--- src/rtl/win_pkg.sv ---
package win_pkg;
  // What the current register number points at
  typedef enum logic [2:0] {
    SEL_NONE = 3'd0,
    SEL_ID   = 3'd1,
    SEL_VER  = 3'd2,
    SEL_ARB  = 3'd3,
    SEL_ENT  = 3'd4
  } sel_e;

  localparam logic [7:0] REGNO_ID  = 8'h00;
  localparam logic [7:0] REGNO_VER = 8'h01;
  localparam logic [7:0] REGNO_ARB = 8'h02;
endpackage

--- src/rtl/win_decode.sv ---
module win_decode
  import win_pkg::*;
#(
  parameter int NUM_ENTRIES = 32,
  parameter int TBL_BASE    = 16,
  parameter int IDX_W       = $clog2(NUM_ENTRIES)
) (
  input  logic [7:0]       regno,
  output sel_e             sel,
  output logic [IDX_W-1:0] ent_idx,
  output logic             ent_hi
);
  localparam logic [8:0] BASE9 = 9'(TBL_BASE);
  localparam logic [8:0] SPAN9 = 9'(2 * NUM_ENTRIES);

  logic [8:0] rel;

  always_comb begin
    rel     = {1'b0, regno} - BASE9;
    ent_idx = IDX_W'(rel >> 1);
    ent_hi  = rel[0];
    if (regno == REGNO_ID)
      sel = SEL_ID;
    else if (regno == REGNO_VER)
      sel = SEL_VER;
    else if (regno == REGNO_ARB)
      sel = SEL_ARB;
    else if (({1'b0, regno} >= BASE9) && (rel < SPAN9))
      sel = SEL_ENT;
    else
      sel = SEL_NONE;
  end
endmodule

--- src/rtl/win_id_reg.sv ---
module win_id_reg #(
  parameter int ID_LSB = 24,
  parameter int ID_W   = 4
) (
  input  logic            clk,
  input  logic            rst,
  input  logic            wr_en,
  input  logic [ID_W-1:0] wr_field,
  output logic [31:0]     id_word
);
  logic [ID_W-1:0] id_q;

  always_ff @(posedge clk) begin
    if (rst)
      id_q <= '0;
    else if (wr_en)
      id_q <= wr_field;
  end

  always_comb begin
    id_word = '0;
    id_word[ID_LSB +: ID_W] = id_q;
  end
endmodule

--- src/rtl/win_entry_port.sv ---
module win_entry_port #(
  parameter int          IDX_W      = 5,
  parameter logic [31:0] RO_MASK_LO = 32'h0000_5000,
  parameter logic [31:0] RO_MASK_HI = 32'h0000_0000
) (
  input  logic             clk,
  input  logic             rst,
  input  logic             req,
  input  logic [IDX_W-1:0] req_idx,
  input  logic             req_hi,
  input  logic [31:0]      req_data,
  output logic             wr_en,
  output logic [IDX_W-1:0] wr_idx,
  output logic             wr_hi,
  output logic [31:0]      wr_data,
  output logic [31:0]      wr_mask
);
  logic [31:0] mask_n;

  always_comb mask_n = req_hi ? ~RO_MASK_HI : ~RO_MASK_LO;

  always_ff @(posedge clk) begin
    if (rst) begin
      wr_en   <= 1'b0;
      wr_idx  <= '0;
      wr_hi   <= 1'b0;
      wr_data <= '0;
      wr_mask <= '0;
    end else begin
      wr_en <= req;
      if (req) begin
        wr_idx  <= req_idx;
        wr_hi   <= req_hi;
        wr_data <= req_data & mask_n;
        wr_mask <= mask_n;
      end
    end
  end
endmodule

--- src/rtl/win_regif.sv ---
module win_regif
  import win_pkg::*;
#(
  parameter int          NUM_ENTRIES = 32,
  parameter int          ADDR_W      = 8,
  parameter int          OFS_SEL     = 0,
  parameter int          OFS_DATA    = 16,
  parameter int          TBL_BASE    = 16,
  parameter int          ID_LSB      = 24,
  parameter int          ID_W        = 4,
  parameter int          MAXENT_LSB  = 16,
  parameter logic [7:0]  VER_CODE    = 8'h11,
  parameter logic [31:0] RO_MASK_LO  = 32'h0000_5000,
  parameter int          IDX_W       = $clog2(NUM_ENTRIES)
) (
  input  logic              clk,
  input  logic              rst,
  input  logic              bus_valid,
  input  logic              bus_write,
  input  logic [ADDR_W-1:0] bus_addr,
  input  logic [3:0]        bus_size,
  input  logic [31:0]       bus_wdata,
  output logic [31:0]       bus_rdata,
  output logic              bus_rvalid,
  output logic [IDX_W-1:0]  ent_rd_idx,
  output logic              ent_rd_hi,
  input  logic [31:0]       ent_rd_data,
  output logic              ent_wr_en,
  output logic [IDX_W-1:0]  ent_wr_idx,
  output logic              ent_wr_hi,
  output logic [31:0]       ent_wr_data,
  output logic [31:0]       ent_wr_mask
);
  localparam logic [31:0] VER_WORD =
    (32'(NUM_ENTRIES - 1) << MAXENT_LSB) | 32'(VER_CODE);
  localparam logic [ADDR_W-1:0] A_SEL  = ADDR_W'(OFS_SEL);
  localparam logic [ADDR_W-1:0] A_DATA = ADDR_W'(OFS_DATA);

  logic [31:0]      index_q;
  logic             size_ok, hit_sel, hit_data;
  sel_e             sel;
  logic [IDX_W-1:0] dec_idx;
  logic             dec_hi;
  logic [31:0]      id_word;
  logic [31:0]      win_rdata;

  always_comb begin
    size_ok  = bus_valid && (bus_size == 4'd4);
    hit_sel  = size_ok && (bus_addr == A_SEL);
    hit_data = size_ok && (bus_addr == A_DATA);
  end

  always_ff @(posedge clk) begin
    if (rst)
      index_q <= '0;
    else if (hit_sel && bus_write)
      index_q <= bus_wdata;
  end

  win_decode #(
    .NUM_ENTRIES(NUM_ENTRIES),
    .TBL_BASE   (TBL_BASE),
    .IDX_W      (IDX_W)
  ) u_dec (
    .regno  (index_q[7:0]),
    .sel    (sel),
    .ent_idx(dec_idx),
    .ent_hi (dec_hi)
  );

  win_id_reg #(
    .ID_LSB(ID_LSB),
    .ID_W  (ID_W)
  ) u_id (
    .clk     (clk),
    .rst     (rst),
    .wr_en   (hit_data && bus_write && (sel == SEL_ID)),
    .wr_field(bus_wdata[ID_LSB +: ID_W]),
    .id_word (id_word)
  );

  win_entry_port #(
    .IDX_W     (IDX_W),
    .RO_MASK_LO(RO_MASK_LO),
    .RO_MASK_HI(32'h0000_0000)
  ) u_wport (
    .clk     (clk),
    .rst     (rst),
    .req     (hit_data && bus_write && (sel == SEL_ENT)),
    .req_idx (dec_idx),
    .req_hi  (dec_hi),
    .req_data(bus_wdata),
    .wr_en   (ent_wr_en),
    .wr_idx  (ent_wr_idx),
    .wr_hi   (ent_wr_hi),
    .wr_data (ent_wr_data),
    .wr_mask (ent_wr_mask)
  );

  always_comb begin
    ent_rd_idx = dec_idx;
    ent_rd_hi  = dec_hi;
    unique case (sel)
      SEL_ID:  win_rdata = id_word;
      SEL_ARB: win_rdata = id_word;
      SEL_VER: win_rdata = VER_WORD;
      SEL_ENT: win_rdata = ent_rd_data;
      default: win_rdata = '0;
    endcase
  end

  always_ff @(posedge clk) begin
    if (rst) begin
      bus_rdata  <= '0;
      bus_rvalid <= 1'b0;
    end else begin
      bus_rvalid <= bus_valid && !bus_write;
      if (bus_valid && !bus_write) begin
        if (hit_sel)
          bus_rdata <= index_q;
        else if (hit_data)
          bus_rdata <= win_rdata;
        else
          bus_rdata <= '0;
      end
    end
  end
endmodule

--- config.mk ---
export PLATFORM = sky130hd
export DESIGN_NAME = win_regif
export DESIGN_NICKNAME = d
export VERILOG_FILES = /design/src/rtl/win_pkg.sv /design/src/rtl/win_decode.sv /design/src/rtl/win_id_reg.sv /design/src/rtl/win_entry_port.sv /design/src/rtl/win_regif.sv
export SDC_FILE = /design/constraint.sdc
export NUM_CORES = 1
export LEC_CHECK = 0
export BUFFER_PORTS_ARGS = -buffer_cell sky130_fd_sc_hd__buf_2
export CORE_UTILIZATION = 44
export CTS_CLUSTER_SIZE = 24
export DETAILED_ROUTE_END_ITERATION = 10
export PLACE_DENSITY = 0.85
export RECOVER_POWER = 25
export SLEW_MARGIN = 5
export SYNTH_ARGS = -nofsm -noshare
export SYNTH_HDL_FRONTEND = slang
export SYNTH_SLANG_ARGS = --single-unit
--- constraint.sdc ---
create_clock -name clk -period 1.9 [get_ports clk]
set_clock_uncertainty 0.1 [all_clocks]
set_input_delay 0.475 -clock clk [delete_from_list [all_inputs] [get_ports clk]]
set_output_delay 0.475 -clock clk [all_outputs]
set_load 0.01 [all_outputs]
==> insert_results.sql <==
INSERT INTO impl_metrics (metric_group, metric, value, unit) VALUES
('timing', 'unrepaired_setup_endpoints_after_global_routing', 'yes', ''),
('grt', 'first_global_vias', '4806', ''),
('power', 'p_leak', '2.79', 'nW'),
('cts', 'clkSlewWorstSetupHoldPaths', '70', 'ps'),
('worst_setup_path', 'worstPathCellList', 'inv_4, ha_4, buf_4, o41ai_4, buf_6, buf_16, nand3_1, a211oi_1', ''),
('grt', 'maximum_number_of_pins_on_one_net_before_global_route_repair', '55', ''),
('final_layout', 'combined_area_of_the_multi_input_logic_cells', '0.00291', 'mm2'),
('routing', 'first_iter_violations', '918', ''),
('logic_synthesis', 'synthDistinctLibCells', '44', ''),
('placement', 'gp_routability_congestion', '0.843', ''),
('floorplan', 'fp.dieArea', '0.0117', 'mm2'),
('final_layout', 'fillerInstances', '738', ''),
('logic_synthesis', 'syn-instance-count', '590', ''),
('final_layout', 'final_net_count', '844', ''),
('worst_setup_path', 'crit_path_max_incr_delay', '390', 'ps'),
('cts', 'clock_latency', '360', 'ps'),
('cts', 'root_buffer', 'sky130_fd_sc_hd__clkbuf_16', ''),
('floorplan', 'core_area', '0.0109', 'mm2'),
('cts', 'cts_buf_count', '9', ''),
('final_layout', 'most_frequent_cells_in_the_layout', '154 x sky130_fd_sc_hd__buf_2, 107 x sky130_fd_sc_hd__dfxtp_1, 63 x sky130_fd_sc_hd__a21oi_1, 41 x sky130_fd_sc_hd__nand4_1, 40 x sky130_fd_sc_hd__nor2_1', ''),
('power', 'p_seq_share', '48.6', '%'),
('final_layout', 'final-seq-area', '0.00219', 'mm2'),
('floorplan', 'die_x', '108', 'um'),
('routing', 'residual_antenna_violating_net_count_after_detailed_routing', '0', ''),
('power', 'net-switching-power', '1.24', 'mW'),
('routing', 'avgRoutedWirePerCell', '23.0', 'um'),
('floorplan', 'initial_core_util', '45.5', '%'),
('grt', 'gr-total-overflow', '0', ''),
('worst_setup_path', 'cp.arrival', '2280', 'ps'),
('routing', 'finalWirelength', '20900', 'um'),
('final_layout', 'areaGrowthSynthToFinish', '49.7', '%'),
('outcome', 'violations', 'setup timing', ''),
('outcome', 'run_status', 'finished with violations', ''),
('grt', 'grt_first_pass_wirelength', '25400', 'um'),
('logic_synthesis', 'async_flop_share', '0', '%'),
('cts', 'htree_num_levels', '3', ''),
('power', 'intPower', '3.56', 'mW'),
('power', 'peakVddDrop', '385', 'uV'),
('timing', 'final.period_utilization', '112', '%'),
('placement', 'dp_hpwl', '10400', 'um'),
('logic_synthesis', 'post-synth-top-area-cell', 'sky130_fd_sc_hd__dfxtp_1', ''),
('routing', 'detailroute.via_count', '5950', ''),
('cts', 'clk_path_buf_depth', '2', ''),
('logic_synthesis', 'post_synth_instance_area', '0.00498', 'mm2'),
('worst_setup_path', 'rrSetupSlack', '-230', 'ps'),
('logic_synthesis', 'ys_seq_elements', '109', ''),
('timing', 'setup_slack', '-234', 'ps'),
('floorplan', 'fp.dieH', '108', 'um'),
('worst_setup_path', 'path_max_fanout', '11', ''),
('logic_synthesis', 'synth_area_leaders', 'sky130_fd_sc_hd__dfxtp_1 44%, sky130_fd_sc_hd__a21oi_1 8.6%, sky130_fd_sc_hd__buf_4 5.7%, sky130_fd_sc_hd__o31ai_1 5.4%, sky130_fd_sc_hd__nand3_1 5.3%', ''),
('cts', 'cts_num_sinks', '109', ''),
('logic_synthesis', 'mappedNetlistNets', '671', ''),
('logic_synthesis', 'synth_top_cell_area_share', '43.8', '%'),
('run', 'cap_viol_max_count', '0', ''),
('logic_synthesis', 'synth_area_per_cell', '8.44', 'um2'),
('power', 'finalPower', '4.80', 'mW'),
('floorplan', 'pin_count', '190', ''),
('final_layout', 'most_common_cell_after_layout_fill_and_taps_aside', 'sky130_fd_sc_hd__buf_2', ''),
('timing', 'max_slew_margin', '73.6', '%'),
('worst_setup_path', 'sort_of_element_at_the_start_of_the_critical_path', 'register', ''),
('worst_setup_path', 'worst-path-buf-inv', '4', ''),
('floorplan', 'core.rowCount', '38', ''),
('routing', 'firstDrtPassIters', '7', ''),
('worst_setup_path', 'crit_slowest_cell', 'sky130_fd_sc_hd__dfxtp_4', ''),
('power', 'power.share.combinational', '9.8', '%'),
('worst_setup_path', 'critical_path_class', 'reg -> reg', ''),
('min_path', 'min-delay-path-class', 'in -> reg', ''),
('placement', 'io_buffers', '189', ''),
('logic_synthesis', 'synth-warning-count', '0', ''),
('timing', 'final-setup-viol-count', '91', ''),
('timing', 'max_freq', '0.469', 'GHz');
-- logic make-up after synthesis --
logic type                 share of synthesized area [%]
AOI/OAI and AO/OA                                   23.4
and+or+nand+nor                                     19.8
adders and majority gates                          0.251
muxes                                               1.61
DFF                                                 43.8
buffers and inverters                               11.1
-- worst paths after layout --
kind                   from            end  cells after the start
max reg2reg      index_q[4]  bus_rdata[28]                      8
max              index_q[4]  bus_rdata[28]                      8
min          ent_rd_data[3]   bus_rdata[3]                      3
min reg2reg     index_q[21]    index_q[21]                      2
-- metal layers --
layer / track usage, % / wire [um]
met2: 44.7 / 9640
met3: 6.57 / 2280
met5: 0 / 0
met1: 36.3 / 7680
met4: 12.5 / 1300
-- layout make-up --
type                       count  share of cell area [%]
antenna                        1                  0.0336
timing repair buffer         260                    24.8
sequential                   109                    29.4
tap                          140                    2.35
clock buffer                  10                    3.21
multi-input combinational    378                    39.0
clock inverter                 6                   0.940
inverter                       5                   0.319
-- through the flow --
stage | setup TNS (ps) | utilization (%) | area, um2 | hold WS, ps | instances
after global placement | -26040 | 55.6 | 6080 | 341 | 869
after CTS | -1510 | 62.0 | 6780 | 274 | 898
after global routing | -11740 | 68.1 | 7450 | 288 | 908
after floorplan | -3370 | - | 5060 | 332 | 590
after detailed placement | -30140 | 55.6 | 6080 | 346 | 869
final | -6260 | 68.1 | 7450 | 276 | 909
-- Yosys cell counts, types with 4 or more instances --
| cell | instances |
|---|---|
| sky130_fd_sc_hd__a311oi_1 | 7 |
| sky130_fd_sc_hd__dfxtp_1 | 109 |
| sky130_fd_sc_hd__nand3_1 | 53 |
| sky130_fd_sc_hd__a22oi_1 | 4 |
| sky130_fd_sc_hd__a31oi_1 | 6 |
| sky130_fd_sc_hd__buf_2 | 12 |
| sky130_fd_sc_hd__a211oi_1 | 23 |
| sky130_fd_sc_hd__buf_4 | 38 |
| sky130_fd_sc_hd__nand4_1 | 41 |
| sky130_fd_sc_hd__o2111ai_1 | 7 |
| sky130_fd_sc_hd__clkbuf_1 | 45 |
| sky130_fd_sc_hd__nand2_1 | 26 |
| sky130_fd_sc_hd__a21oi_1 | 86 |
| sky130_fd_sc_hd__nor2_1 | 40 |
| sky130_fd_sc_hd__o21ai_1 | 5 |
| sky130_fd_sc_hd__mux2i_1 | 8 |
| sky130_fd_sc_hd__o31ai_1 | 36 |
| sky130_fd_sc_hd__inv_1 | 5 |
| sky130_fd_sc_hd__nor3b_1 | 4 |
| sky130_fd_sc_hd__o21ai_0 | 4 |
-- worst reg2reg max path: cells and delay by family (launching register included) --
kind | cells | cell delay (ps)
buf+inv | 4 | 580
compound gates | 2 | 670
fa+ha+maj | 1 | 160
simple gates | 1 | 130
flops | 1 | 390
-- state kept, by name (all words and copies together) (netlist names) --
name             cells
u_id.id_q            4
u_wport.wr_en        1
index_q             32
bus_rvalid           1
u_wport.wr_mask      2
bus_rdata           32
u_wport.wr_data     32
u_wport.wr_idx       5
-- power by group through the flow --
| stage | clock [mW] | sequential (mW) | combinational [mW] |
|---|---|---|---|
| after floorplan | 0 | 2.40 | 0.145 |
| after global placement | 0 | 2.39 | 0.372 |
| after detailed placement | 0 | 2.39 | 0.375 |
| after CTS | 1.96 | 2.33 | 0.393 |
| after global routing | 2.08 | 2.34 | 0.490 |
| final | 2.00 | 2.33 | 0.470 |
-- timing repair --
item	in CTS	in global routing
cloned	6	7
pin swaps	32	47
hold buffers	0	0
setup buffers	7	4
endpoints found under the setup margin	31	99
gates resized for setup	46	107
Note: power is estimated with default switching activity, not from simulation.
